$ cat config.mk
export PLATFORM = sky130hd
export DESIGN_NAME = rxq_two_bank
export DESIGN_NICKNAME = d
export VERILOG_FILES = /design/src/rtl/rxq_pkg.sv /design/src/rtl/rxq_ctrl.sv /design/src/rtl/rxq_datapath.sv /design/src/rtl/rxq_two_bank.sv
export SDC_FILE = /design/constraint.sdc
export NUM_CORES = 1
export LEC_CHECK = 0
export BUFFER_PORTS_ARGS = -buffer_cell sky130_fd_sc_hd__buf_2
export CORE_MARGIN = 5
export CORE_UTILIZATION = 30
export DETAILED_ROUTE_END_ITERATION = 10
export GPL_TIMING_DRIVEN = 0
export PLACE_DENSITY = 0.46
export SKIP_LAST_GASP = 1
export SYNTH_ARGS = -nofsm -noshare
export SYNTH_HDL_FRONTEND = slang
export SYNTH_SLANG_ARGS = --single-unit
$ cat constraint.sdc
create_clock -name clk -period 7.65 [get_ports clk]
set_input_delay 1.9125 -clock clk [delete_from_list [all_inputs] [get_ports clk]]
set_output_delay 1.9125 -clock clk [all_outputs]
set_load 0.005 [all_outputs]
$ cat src/rtl/rxq_pkg.sv
package rxq_pkg;
  localparam int HALF_DEPTH = 32;
  localparam int NUM_BANKS  = 2;
  localparam int IDX_W      = $clog2(HALF_DEPTH);
  localparam int CNT_W      = $clog2(HALF_DEPTH + 1);

  typedef struct packed {
    logic             memWe;
    logic             wrBank;
    logic [IDX_W-1:0] wrIdx;
    logic             rdBank;
    logic [IDX_W-1:0] rdIdx;
  } rxqStrobe_t;
endpackage

$ cat src/rtl/rxq_ctrl.sv
module rxq_ctrl
  import rxq_pkg::*;
(
  input  logic             clk,
  input  logic             rstN,
  input  logic             dmaMode,
  input  logic             wrValid,
  input  logic             rdEn,
  input  logic [IDX_W-1:0] rdAddr,
  input  logic             ackCmd,
  output rxqStrobe_t       strobe,
  output logic             poolIrq,
  output logic             dmaReq,
  output logic             overflow
);
  localparam logic [CNT_W-1:0] FULL_CNT = CNT_W'(HALF_DEPTH);
  localparam logic [IDX_W-1:0] LAST_IDX = IDX_W'(HALF_DEPTH - 1);

  logic [CNT_W-1:0] fillCnt [NUM_BANKS];
  logic             wrBank;
  logic             accBank;
  logic [IDX_W-1:0] dmaIdx;
  logic             ovfFlag;

  logic accFull, wrRoom, wrTake, wrDrop;
  logic ackInt, ackDma, ackTake, wrLast;

  always_comb begin
    accFull = (fillCnt[accBank] == FULL_CNT);
    wrRoom  = (fillCnt[wrBank] != FULL_CNT);
    wrTake  = wrValid && wrRoom;
    wrDrop  = wrValid && !wrRoom;
    wrLast  = wrTake && (fillCnt[wrBank] == FULL_CNT - 1'b1);
    ackInt  = !dmaMode && ackCmd && accFull;
    ackDma  = dmaMode && rdEn && accFull && (dmaIdx == LAST_IDX);
    ackTake = ackInt || ackDma;
  end

  for (genvar b = 0; b < NUM_BANKS; b++) begin : g_fill
    always_ff @(posedge clk or negedge rstN) begin
      if (!rstN) begin
        fillCnt[b] <= '0;
      end else if (ackTake && (accBank == 1'(b))) begin
        fillCnt[b] <= '0;
      end else if (wrTake && (wrBank == 1'(b))) begin
        fillCnt[b] <= fillCnt[b] + 1'b1;
      end
    end
  end

  always_ff @(posedge clk or negedge rstN) begin
    if (!rstN) begin
      wrBank  <= 1'b0;
      accBank <= 1'b0;
      dmaIdx  <= '0;
      ovfFlag <= 1'b0;
    end else begin
      if (wrLast) wrBank <= ~wrBank;
      if (ackTake) accBank <= ~accBank;
      if (!dmaMode) begin
        dmaIdx <= '0;
      end else if (rdEn && accFull) begin
        dmaIdx <= ackDma ? '0 : dmaIdx + 1'b1;
      end
      if (wrDrop) begin
        ovfFlag <= 1'b1;
      end else if (ackTake) begin
        ovfFlag <= 1'b0;
      end
    end
  end

  always_comb begin
    strobe.memWe  = wrTake;
    strobe.wrBank = wrBank;
    strobe.wrIdx  = fillCnt[wrBank][IDX_W-1:0];
    strobe.rdBank = accBank;
    strobe.rdIdx  = dmaMode ? dmaIdx : rdAddr;
  end

  assign poolIrq  = accFull && !dmaMode;
  assign dmaReq   = accFull && dmaMode;
  assign overflow = ovfFlag;
endmodule

$ cat src/rtl/rxq_datapath.sv
module rxq_datapath
  import rxq_pkg::*;
#(
  parameter int DATA_W = 8
) (
  input  logic              clk,
  input  rxqStrobe_t        strobe,
  input  logic [DATA_W-1:0] wrData,
  output logic [DATA_W-1:0] rdData
);
  logic [DATA_W-1:0] bankOut [NUM_BANKS];

  for (genvar b = 0; b < NUM_BANKS; b++) begin : g_bank
    logic [DATA_W-1:0] store [HALF_DEPTH];

    always_ff @(posedge clk) begin
      if (strobe.memWe && (strobe.wrBank == 1'(b))) begin
        store[strobe.wrIdx] <= wrData;
      end
    end

    assign bankOut[b] = store[strobe.rdIdx];
  end

  assign rdData = bankOut[strobe.rdBank];
endmodule

$ cat src/rtl/rxq_two_bank.sv
module rxq_two_bank
  import rxq_pkg::*;
#(
  parameter int DATA_W = 8
) (
  input  logic              clk,
  input  logic              rstN,
  input  logic              dmaMode,
  input  logic              wrValid,
  input  logic [DATA_W-1:0] wrData,
  input  logic              rdEn,
  input  logic [IDX_W-1:0]  rdAddr,
  input  logic              ackCmd,
  output logic [DATA_W-1:0] rdData,
  output logic              poolIrq,
  output logic              dmaReq,
  output logic              overflow
);
  rxqStrobe_t strobe;

  rxq_ctrl u_ctrl (
    .clk      (clk),
    .rstN     (rstN),
    .dmaMode  (dmaMode),
    .wrValid  (wrValid),
    .rdEn     (rdEn),
    .rdAddr   (rdAddr),
    .ackCmd   (ackCmd),
    .strobe   (strobe),
    .poolIrq  (poolIrq),
    .dmaReq   (dmaReq),
    .overflow (overflow)
  );

  rxq_datapath #(.DATA_W(DATA_W)) u_dp (
    .clk    (clk),
    .strobe (strobe),
    .wrData (wrData),
    .rdData (rdData)
  );
endmodule

==> impl_metrics.ini <==
[sta]
layout_setup_ws_ns = 0.131
fmax_ghz = 0.133
fin_tns_setup_ns = 0
finalHoldViolations = 0
tightest_slew_ns = 1.38
drv_slew = 0
fin_crit_sh_pct = 98.3
slew_headroom_pct = 8.24
setup_viol = 0
period_needed_ns = 7.52
fin_skew_ns = 0.0193
fin_hold_ws_ns = 0.549
rsz0062_at_grt = false

[clocking]
cts_root_buffer = clkbuf_16
cts.sinks = 532
insertion_delay_ns = 0.64
clockBufferDepth = 3
numCtsBuffers = 61
cts_resized = 0
htree_levels = 2
post_cts.repair.setup_buffers = 0
cts-hold-fix-buffers = 0
cts_tree = yes
clk_pin_slew_worst_paths_ns = 0.05

[route]
firstDrtPassIters = 6
wire_per_inst_um = 26.6
finalWirelength_um = 86800
vias = 18224
vias_per_cell = 5.59
ant_nets = 0
drc = 0
drt-initial-drc-count = 2318

[synth]
ys_warn_count = 0
synth-main-ff-cell = edfxtp_1
synthMuxAreaShare_pct = 0.305
synthSimpleGateAreaFrac_pct = 12.7
ys_seq_area_share_pct = 66.6
synth_top_area_share_pct = 64.5
synthAdderAreaFrac_pct = 0.210
ys_ff_latch = 532
synthTopCellsByArea = edfxtp_1 65%, nand2_1 8.3%, a22oi_1 8.1%, a21oi_1 3.5%, dfrtp_1 2.1%
synth_compound_area_share_pct = 17.1
synth_area_leader_cell = edfxtp_1
syn_inst = 2063
synth_top_family_by_area = compound AO/OA/AOI/OAI gates
syn-num-nets = 2086
synth_xor_area_share_pct = 0.441
avgSynthCellArea_um2 = 11.6
synthArstFlopShare_pct = 3.76
synth_edf_count = 512
synthDistinctLibCells = 51
syn-cell-area_mm2 = 0.0238

[final_layout]
fillers = 7873
fin_util_pct = 34.8
finalNetCount = 2183
fin_area_mm2 = 0.0274
area_growth_syn_to_layout_pct = 15.1
final_cells = 3259
drive_gt1_share_pct = 6.79

[power_and_ir_drop]
power_density_mw_per_mm2 = 267
p_leak_nw = 8.46
vdd_drop_max_v = 0.000184
totalPowerFinal_mw = 7.32

[floorplanning]
ios = 30
fp.dieW_um = 292
die_y_um = 292
die-area_mm2 = 0.0852
coreArea_mm2 = 0.0789
start_util_pct = 30.2
num_rows = 103

[outcome]
status = completed

[setup_path]
crit_type = in -> out
cp.arrival_ns = 5.61
worst-path-max-fanout = 10
required_ns = 5.74
path_delay_family = buffers and inverters
worstSetupEndpointType = output port
max_stage_delay_ns = 0.73
slowest_stage = clkbuf_1
crit_buf_inv = 4
path_cells = clkbuf_1, buf_2, clkbuf_1, nand2_1, a22oi_1, o22ai_1, o21ai_0, nand4_1, nor4_2, buf_2
start_kind = primary input

[place]
place_ws_ns = 0.0534
dp.cells = 3147
dpl_cell_area_mm2 = 0.0255
port_buffers = 27
place_hpwl_um = 58300
gp_congestion = 0.880

[global_route]
grt_max_degree = 65
grt_overflow_total = 0
antenna_found_initial = 2
grt_pass1_wl_um = 123000
grt_pass1_vias = 16855
grt_use_total_pct = 19.5

[hold_path]
min_path_type = reg -> reg

[run]
drv_cap = 0
state kept, by name, summed over array words and instances, names as in the netlist:
signal,count
u_ctrl.dmaIdx,5
u_ctrl.wrBank,1
u_dp.g_bank.store,512
u_ctrl.overflow,1
u_ctrl.accBank,1
u_ctrl.fillCnt,12
layer usage:
layer | global-route usage, % | routed length, um | vias to the layer above
met1 | 28.3 | 38300 | 9254
met3 | 2.83 | 6440 | 105
met2 | 31.4 | 40200 | 794
li1 | - | - | 8071
met5 | 0 | 0 | -
met4 | 4.32 | 1930 | 0
path summary, 6_finish.rpt:
path / start / end / slack, ns / cells after the start
min: u_ctrl.overflow$_DFFE_PN0P_ / u_ctrl.overflow$_DFFE_PN0P_ / 0.55 / 2
max: rdAddr[0] / rdData[6] / 0.13 / 10
min reg2reg: u_ctrl.overflow$_DFFE_PN0P_ / u_ctrl.overflow$_DFFE_PN0P_ / 0.55 / 2
max reg2reg: u_ctrl.fillCnt[6]$_DFFE_PN0P_ / u_dp.g_bank[0].store[26][3]$_DFFE_PP_ / 3.76 / 8
min in group asynchronous: rstN / u_ctrl.fillCnt[0]$_DFFE_PN0P_ / 1.23 / 1
max in group asynchronous: rstN / u_ctrl.dmaIdx[3]$_DFFE_PN0P_ / 6.10 / 1
cells in the final DEF, fill, tap and decap left out, types with 14 or more instances in the layout:
master and instances:
clkinv_1 14, a22oi_1 256, clkinv_2 14, dfrtp_1 20, nand2_1 524, buf_2 34
nor4_1 14, edfxtp_1 512, nor3_1 44, buf_1 23, o221ai_1 32, clkbuf_16 63
nor2_1 72, o22ai_1 79, clkbuf_1 124, o21ai_0 68, a21oi_1 167, nand4_1 19
kinds of logic (layout without fill, tap and decap cells):
logic type	count (synthesis)	in the layout
simple gates	724	724
compound gates	628	628
flops	532	532
buf+inv	156	301
xor+xnor	12	12
mux	7	7
fa+ha+maj	4	4
other cells	0	1
synthesized netlist by cell type, types with 8 or more instances:
library cell	n
nor4_1	17
a21oi_1	167
nor3_1	45
dfrtp_1	20
o31ai_1	8
nor2_1	72
o221ai_1	32
o21ai_0	68
clkbuf_1	112
a22oi_1	256
nand2_1	524
xnor2_1	8
nand4_1	19
o22ai_1	79
buf_1	24
edfxtp_1	512
nor2b_1	9
nand2b_1	10
buf_2	14
worst min-delay path: stages, from the launching register on:
cell and delay [ns]:
dfrtp_1 0.39, inv_1 0.06, o32ai_1 0.06
layout make-up:
class	count	area [um^2]	area share [%]
buffer	153	614	2.24
inverter	3	11.3	0.0411
clock buffer	75	1620	5.91
clock inverter	36	297	1.08
multi-input combinational	1375	7370	26.9
tap	1050	1310	4.79
sequential	532	15900	57.9
antenna	1	2.50	0.00913
timing repair buffer	34	313	1.14
report_power, final:
group	switching (mW)	internal (mW)	total [mW]	leakage [nW]
sequential	0.0693	3.35	3.42	4.86
combinational	0.770	0.267	1.04	2.65
clock	1.21	1.66	2.87	0.943
Power figures use the tool's default switching activity.
